`config.mk`:
```
export PLATFORM = sky130hd
export DESIGN_NAME = sd_block_writer
export DESIGN_NICKNAME = d
export VERILOG_FILES = /design/src/rtl/sdw_pkg.sv /design/src/rtl/sdw_bitclk.sv /design/src/rtl/sdw_crc16.sv /design/src/rtl/sd_block_writer.sv
export SDC_FILE = /design/constraint.sdc
export NUM_CORES = 1
export LEC_CHECK = 0
export BUFFER_PORTS_ARGS = -buffer_cell sky130_fd_sc_hd__buf_4
export CAP_MARGIN = 20
export CORE_AREA = 10 10 143 145
export CTS_CLUSTER_SIZE = 14
export DETAILED_ROUTE_END_ITERATION = 6
export DIE_AREA = 0 0 153 155
export HOLD_SLACK_MARGIN = 0.05
export SLEW_MARGIN = 15
export SYNTH_ARGS = -nofsm -noshare
export SYNTH_HDL_FRONTEND = slang
export SYNTH_SLANG_ARGS = --single-unit
```
`constraint.sdc`:
```
create_clock -name clk -period 2.8 [get_ports clk]
set_input_delay 0.84 -clock clk [delete_from_list [all_inputs] [get_ports clk]]
set_output_delay 0.84 -clock clk [all_outputs]
set_load 0.05 [all_outputs]
```
`src/rtl/sdw_pkg.sv`:
```
package sdw_pkg;

    typedef enum logic [3:0] {
        ST_IDLE,
        ST_CMD,
        ST_RSP_WAIT,
        ST_RSP,
        ST_GAP,
        ST_DSTART,
        ST_DATA,
        ST_DCRC,
        ST_DEND,
        ST_TOK_WAIT,
        ST_TOK,
        ST_BUSY,
        ST_ERR
    } sdw_state_e;

    localparam int          CMD_BITS  = 48;
    localparam int          RSP_BITS  = 48;
    localparam int          CRC_BITS  = 16;
    localparam int          ROM_W     = 13;
    localparam logic [2:0]  TOK_GOOD  = 3'b010;
    localparam logic [15:0] DATA_POLY = 16'h1021;

endpackage

```
`src/rtl/sdw_bitclk.sv`:
```
module sdw_bitclk #(
    parameter int HALF_DIV = 2
) (
    input  logic clk,
    input  logic rst_n,
    output logic sd_clk,
    output logic rise_tk,
    output logic fall_tk
);
    localparam int PERIOD = 2 * HALF_DIV;
    localparam int CW     = (PERIOD > 2) ? $clog2(PERIOD) : 1;

    logic [CW-1:0] cnt;

    assign rise_tk = (cnt == CW'(HALF_DIV - 1));
    assign fall_tk = (cnt == CW'(PERIOD - 1));

    always_ff @(posedge clk or negedge rst_n) begin
        if (!rst_n) begin
            cnt    <= '0;
            sd_clk <= 1'b0;
        end else begin
            cnt <= fall_tk ? '0 : cnt + 1'b1;
            if (rise_tk) begin
                sd_clk <= 1'b1;
            end else if (fall_tk) begin
                sd_clk <= 1'b0;
            end
        end
    end

endmodule

```
`src/rtl/sdw_crc16.sv`:
```
module sdw_crc16 #(
    parameter logic [15:0] POLY = 16'h1021
) (
    input  logic clk,
    input  logic rst_n,
    input  logic clr,
    input  logic upd,
    input  logic shft,
    input  logic din,
    output logic crc_msb
);
    logic [15:0] acc;

    assign crc_msb = acc[15];

    always_ff @(posedge clk or negedge rst_n) begin
        if (!rst_n) begin
            acc <= '0;
        end else if (clr) begin
            acc <= '0;
        end else if (upd) begin
            acc <= {acc[14:0], 1'b0} ^ ((acc[15] ^ din) ? POLY : 16'h0000);
        end else if (shft) begin
            acc <= {acc[14:0], 1'b0};
        end
    end

endmodule

```
`src/rtl/sd_block_writer.sv`:
```
module sd_block_writer
    import sdw_pkg::*;
#(
    parameter int HALF_DIV  = 2,
    parameter int BLK_BYTES = 512,
    parameter int CNT_W     = 8,
    parameter int NWR       = 2
) (
    input  logic             clk,
    input  logic             rst_n,
    input  logic             card_ready,
    input  logic             fifo_blk_rdy,
    input  logic [7:0]       fifo_rd_data,
    output logic             fifo_rd,
    output logic [CNT_W-1:0] rom_addr,
    input  logic [ROM_W-1:0] rom_data,
    output logic             sd_clk,
    output logic             cmd_out,
    output logic             cmd_oe,
    input  logic             cmd_in,
    output logic             d0_out,
    output logic             d0_oe,
    input  logic             d0_in,
    output logic [CNT_W-1:0] blk_count,
    output logic             wr_error
);
    localparam int DATA_BITS = BLK_BYTES * 8;
    localparam int BC_W      = $clog2(DATA_BITS) + 1;
    localparam int ADDR_SH   = $clog2(BLK_BYTES);

    sdw_state_e            state;
    logic [BC_W-1:0]       bitcnt;
    logic [CMD_BITS-1:0]   cmd_sh;
    logic [7:0]            dsh;
    logic [2:0]            tok;
    logic [CNT_W-1:0]      cnt_q;
    logic                  cmd_s, d0_s;
    logic                  rise_tk, fall_tk;
    logic                  crc_msb;
    logic [31:0]           wr_arg;
    logic [CMD_BITS-1:0]   frame;

    sdw_bitclk #(.HALF_DIV(HALF_DIV)) u_bitclk (
        .clk(clk), .rst_n(rst_n), .sd_clk(sd_clk),
        .rise_tk(rise_tk), .fall_tk(fall_tk)
    );

    sdw_crc16 #(.POLY(DATA_POLY)) u_crc (
        .clk(clk), .rst_n(rst_n),
        .clr (fall_tk && state == ST_DSTART),
        .upd (fall_tk && state == ST_DATA),
        .shft(fall_tk && state == ST_DCRC),
        .din (dsh[7]),
        .crc_msb(crc_msb)
    );

    assign wr_arg    = 32'(cnt_q) << ADDR_SH;
    assign frame     = {2'b01, rom_data[12:7], wr_arg, rom_data[6:0], 1'b1};
    assign rom_addr  = cnt_q;
    assign blk_count = cnt_q;
    assign wr_error  = (state == ST_ERR);

    // Bus inputs are registered at the rising card-clock edge.
    always_ff @(posedge clk or negedge rst_n) begin
        if (!rst_n) begin
            cmd_s <= 1'b1;
            d0_s  <= 1'b1;
        end else if (rise_tk) begin
            cmd_s <= cmd_in;
            d0_s  <= d0_in;
        end
    end

    // State register and datapath, advanced on falling card-clock edges.
    always_ff @(posedge clk or negedge rst_n) begin
        if (!rst_n) begin
            state   <= ST_IDLE;
            bitcnt  <= '0;
            cmd_sh  <= '1;
            dsh     <= '0;
            tok     <= '0;
            cnt_q   <= '0;
            fifo_rd <= 1'b0;
        end else begin
            fifo_rd <= 1'b0;
            if (fall_tk) begin
                unique case (state)
                    ST_IDLE: begin
                        if (card_ready && fifo_blk_rdy && d0_s) begin
                            cmd_sh <= frame;
                            bitcnt <= '0;
                            state  <= ST_CMD;
                        end
                    end
                    ST_CMD: begin
                        if (bitcnt == BC_W'(CMD_BITS - 1)) begin
                            state <= ST_RSP_WAIT;
                        end else begin
                            cmd_sh <= {cmd_sh[CMD_BITS-2:0], 1'b0};
                            bitcnt <= bitcnt + 1'b1;
                        end
                    end
                    ST_RSP_WAIT: begin
                        if (!cmd_s) begin
                            bitcnt <= '0;
                            state  <= ST_RSP;
                        end
                    end
                    ST_RSP: begin
                        if (bitcnt == BC_W'(RSP_BITS - 2)) begin
                            bitcnt <= '0;
                            state  <= ST_GAP;
                        end else begin
                            bitcnt <= bitcnt + 1'b1;
                        end
                    end
                    ST_GAP: begin
                        if (bitcnt == BC_W'(NWR - 1)) begin
                            state <= ST_DSTART;
                        end else begin
                            bitcnt <= bitcnt + 1'b1;
                        end
                    end
                    ST_DSTART: begin
                        dsh     <= fifo_rd_data;
                        fifo_rd <= 1'b1;
                        bitcnt  <= '0;
                        state   <= ST_DATA;
                    end
                    ST_DATA: begin
                        if (bitcnt == BC_W'(DATA_BITS - 1)) begin
                            bitcnt <= '0;
                            state  <= ST_DCRC;
                        end else begin
                            if (bitcnt[2:0] == 3'd7) begin
                                dsh     <= fifo_rd_data;
                                fifo_rd <= 1'b1;
                            end else begin
                                dsh <= {dsh[6:0], 1'b0};
                            end
                            bitcnt <= bitcnt + 1'b1;
                        end
                    end
                    ST_DCRC: begin
                        if (bitcnt == BC_W'(CRC_BITS - 1)) begin
                            state <= ST_DEND;
                        end else begin
                            bitcnt <= bitcnt + 1'b1;
                        end
                    end
                    ST_DEND: begin
                        state <= ST_TOK_WAIT;
                    end
                    ST_TOK_WAIT: begin
                        if (!d0_s) begin
                            bitcnt <= '0;
                            state  <= ST_TOK;
                        end
                    end
                    ST_TOK: begin
                        if (bitcnt == BC_W'(3)) begin
                            state <= ST_BUSY;
                        end else begin
                            tok    <= {tok[1:0], d0_s};
                            bitcnt <= bitcnt + 1'b1;
                        end
                    end
                    ST_BUSY: begin
                        if (d0_s) begin
                            if (tok == TOK_GOOD) begin
                                cnt_q <= cnt_q + 1'b1;
                                state <= ST_IDLE;
                            end else begin
                                state <= ST_ERR;
                            end
                        end
                    end
                    ST_ERR: begin
                        state <= ST_ERR;
                    end
                    default: state <= ST_IDLE;
                endcase
            end
        end
    end

    // Output decode from the state register.
    always_comb begin
        cmd_out = cmd_sh[CMD_BITS-1];
        cmd_oe  = 1'b0;
        d0_oe   = 1'b0;
        d0_out  = 1'b1;
        unique case (state)
            ST_CMD:    cmd_oe = 1'b1;
            ST_GAP:    d0_oe  = 1'b1;
            ST_DSTART: begin d0_oe = 1'b1; d0_out = 1'b0;    end
            ST_DATA:   begin d0_oe = 1'b1; d0_out = dsh[7];  end
            ST_DCRC:   begin d0_oe = 1'b1; d0_out = crc_msb; end
            ST_DEND:   d0_oe  = 1'b1;
            default:   ;
        endcase
    end

    AST_START_GATED: assert property (@(posedge clk) disable iff (!rst_n)
        $rose(cmd_oe) |-> ($past(card_ready) && $past(fifo_blk_rdy) && $past(d0_s)));

    AST_POP_IN_DATA: assert property (@(posedge clk) disable iff (!rst_n)
        fifo_rd |-> (state == ST_DATA));

    AST_ERR_STICKY: assert property (@(posedge clk) disable iff (!rst_n)
        $past(wr_error) |-> (wr_error && !cmd_oe));

    AST_COUNT_STEP: assert property (@(posedge clk) disable iff (!rst_n)
        (blk_count != $past(blk_count)) |->
            ($past(state) == ST_BUSY && $past(tok) == TOK_GOOD
             && blk_count == $past(blk_count) + 1'b1));

    AST_EDGE_ALIGNED: assert property (@(posedge clk) disable iff (!rst_n)
        !$past(fall_tk) |-> ($stable(cmd_oe) && $stable(cmd_out)
                             && $stable(d0_oe) && $stable(d0_out)));

endmodule

```
==> metrics.md <==
| Metric | Value |
|---|---|
| Outcome | finished clean |
| Reg2reg end | state[0] |
| CP Capture Point | d0_out |
| Cell area after synthesis | 5182 µm² |
| Syn_nets | 575 |
| Nets | 610 |
| CP Capture Type | primary output |
| Post-CTS Hold Buffers | 0 |
| First-pass GRT wire length | 19160 µm |
| Min-Delay Path Class | reg2reg |
| Ports | 50 |
| Number of unique standard cell types used by synthesis | 63 |
| # H-tree levels | 3 |
| Die height | 155 µm |
| DIE AREA | 23720 µm² |
| Cells after Synth | 541 |
| Initial antenna violation count | 0 |
| Number of flops mapped to enable cells by yosys | 0 |
| Place WS | 0.3234 ns |
| Worst-path clk slew | 0.06 ns |
| Post-DP HPWL | 7837 µm |
| Unrepaired setup endpoints after global routing | false |
| Slew @ Worst Pin | 0.6446 ns |
| GRT Total Usage | 9.539% |
| Mapped Avg Cell Area | 9.579 µm² |
| Period utilization | 92.10% |
| Setup total negative slack | 0 ns |
| Final Setup Violations | 0 |
| Clock Root Buffer | clkbuf_16 |
| Flops & latches, synth | 106 |
| CTS tree | built |
| Dpl cells | 794 |
| Class of the most critical setup path | reg2out |
| CP arrival | 1.74 ns |
| TritonCTS Buffers | 9 |
| Pin count of the biggest net entering global routing | 97 |
| Setup crit start | state[3] |
| Vias | 3906 |
| Die width | 153 µm |
| Initial Utilization | 29.35% |
| Max frequency | 387.8 MHz |
| Drt initial violations | 297 |
| Row Count | 49 |
| Async set-reset flop share out of synthesis | 100.0% |
| Final Hold Vio Count | 0 |
| Yosys warning total | 0 |
| P_leak | 2.697 nW |
| Critical path peak fanout | 18 |
| Layout cells sized above 1 | 26.16% |
| R2R setup slack | 0.29 ns |
| Hold_ws | 0.4617 ns |
| IR drop worst, VDD | 0.0003010 V |
| Clock Latency Late Sink | 0.35 ns |
| Core footprint | 17660 µm² |
| Number of diodes | 0 |
| Router iterations before antenna repair | 5 |
| R2R cell count | 8 |
| Slew HR | 57.02% |
| Post-synthesis sequential area ratio | 52.39% |
| Final Non-Filler Cells | 810 |
| Vias in the first global route | 3874 |
| ANT nets after route | 0 |
| Fin Clk Skew | 0.01028 ns |
| Fillers | 1820 |
| Fin. max-slew vios | 0 |
| # clock sinks | 106 |
| Setup ws final | 0.2212 ns |
| Routability cong. | 0.9013 |
| Max clock buf depth | 2 |
| CP startpoint kind | flop |
| Top FF cell, synth | dfrtp_1 |
| Grt total ovfl | 0 |
| Port bufs | 49 |
| Max Cap Viol | 0 |
| CP required | 1.96 ns |
| Pwr Density | 479.1 nW/µm² |
| Area Overhead vs Synth | 17.65% |
| Routed wire length per instance | 13.95 µm |
| Routed WL | 11300 µm |
| Final min period | 2.579 ns |
| DRC viols | 0 |
| Pwr Total | 2.921 mW |
| Detail-routed via count per cell | 4.822 |
| FF-to-FF Start | bitcnt[1] |
[synth_stat cells, types with 2 or more instances]
master / number / area (µm²)
nand2_1: 67 / 251.5
dfrtp_1: 56 / 1401
dfstp_2: 50 / 1314
nor2_1: 50 / 187.7
nand3_1: 39 / 195.2
inv_1: 35 / 131.4
o21ai_0: 33 / 165.2
a31oi_1: 23 / 143.9
a21oi_1: 19 / 95.09
a22o_1: 18 / 157.7
clkbuf_1: 17 / 63.81
buf_4: 11 / 82.58
buf_2: 10 / 50.05
and3_1: 8 / 50.05
ha_1: 7 / 87.58
mux2i_1: 7 / 70.07
mux2_2: 6 / 67.56
nor3_1: 5 / 25.02
o211ai_1: 5 / 37.54
o22ai_1: 5 / 31.28
xnor2_1: 5 / 43.79
xor2_1: 5 / 43.79
nor2b_1: 4 / 25.02
a21o_1: 3 / 22.52
or3_1: 3 / 18.77
and2_1: 2 / 12.51
and4_1: 2 / 17.52
buf_1: 2 / 7.510
nand2b_1: 2 / 12.51
nand3b_1: 2 / 15.01
nand4_1: 2 / 12.51
nand4b_1: 2 / 17.52
nor4_1: 2 / 12.51
o311ai_0: 2 / 17.52
or2_2: 2 / 12.51
or3b_2: 2 / 17.52
or4b_2: 2 / 20.02
[power by group]
part / switching, mW / total (mW) / internal [mW] / leakage, nW
Combinational: 0.0395 / 0.0708 / 0.0313 / 1.32
Clock: 0.567 / 1.31 / 0.745 / 0.158
Sequential: 0.00206 / 1.54 / 1.54 / 1.22
[critical path: stages (launching register included)]
cell,delay (ns)
dfrtp_1,0.38
buf_4,0.20
nand2b_1,0.25
a311o_1,0.37
buf_4,0.19
[cell families after synthesis]
logic type / count (synthesis) / share of synthesized area, %
simple gates: 206 / 19.31
compound gates: 122 / 15.28
flops: 106 / 52.39
buf+inv: 76 / 6.688
mux: 14 / 2.945
xor+xnor: 10 / 1.690
fa+ha+maj: 7 / 1.690
[per-layer routing]
layer | GRT usage (%) | vias up | share of wire, %
li1 | - | 1941 | -
met1 | 12.44 | 1865 | 48
met2 | 14.76 | 90 | 47
met3 | 2.950 | 10 | 4.3
met4 | 2.997 | 0 | 0.88
met5 | 0 | - | 0
[what timing repair did]
item,in CTS,in global routing
endpoints found under the setup margin,0,1
resized for setup,0,1
buffers inserted,0,0
[through the flow]
step,area (µm²),util [%]
after floorplan,5187,-
after global placement,5772,32.69
after detailed placement,5772,32.69
after CTS,6090,34.49
after global routing,6097,34.53
final,6097,34.53
[cells in the final DEF, fill, tap and decap left out, types with 3 or more instances in the layout]
cell type,synthesis,final
ha_1,7,7
buf_4,11,63
a21o_1,3,3
nor3_1,5,5
o211ai_1,5,5
nand2_1,67,67
dfrtp_1,56,56
a21oi_1,19,19
xnor2_1,5,5
a31oi_1,23,23
nand3_1,39,39
o21ai_0,33,33
nor2_1,50,50
inv_1,35,35
or3_1,3,3
dfstp_2,50,50
nor2b_1,4,4
and3_1,8,8
a22o_1,18,18
mux2_2,6,6
xor2_1,5,5
mux2i_1,7,7
clkbuf_16,0,11
o22ai_1,5,5
[state kept, by name (all words and copies together), names as in the netlist]
register         cells
u_bitclk.sd_clk      1
d0_s                 1
blk_count            8
u_crc.acc           16
tok                  3
state                4
fifo_rd              1
cmd_sh              48
u_bitclk.cnt         2
bitcnt              13
dsh                  8
cmd_s                1
[how the worst min path moves through the flow]
stage / startpoint / end / slack, ns / cells after the start
after detailed placement: u_bitclk.cnt[0] / u_bitclk.cnt[0] / 0.45 / 1
after CTS: u_bitclk.cnt[0] / u_bitclk.cnt[0] / 0.47 / 1
final: u_bitclk.cnt[0] / u_bitclk.cnt[0] / 0.46 / 1
after global routing: u_bitclk.cnt[0] / u_bitclk.cnt[0] / 0.49 / 1
after global placement: u_bitclk.cnt[0] / u_bitclk.cnt[0] / 0.44 / 1
after floorplan: u_bitclk.cnt[0] / u_bitclk.cnt[0] / 0.43 / 1
[final cells by class]
class                      instances  area, µm²  area share [%]
timing repair buffer              65      513.0           8.414
multi-input combinational        359       2133           34.99
tap                              229      286.5           4.699
clock buffer                      13      292.8           4.802
clock inverter                     3      25.02          0.4104
sequential                       106       2715           44.53
inverter                          35      131.4           2.155
(Power assumes the default switching activity.)
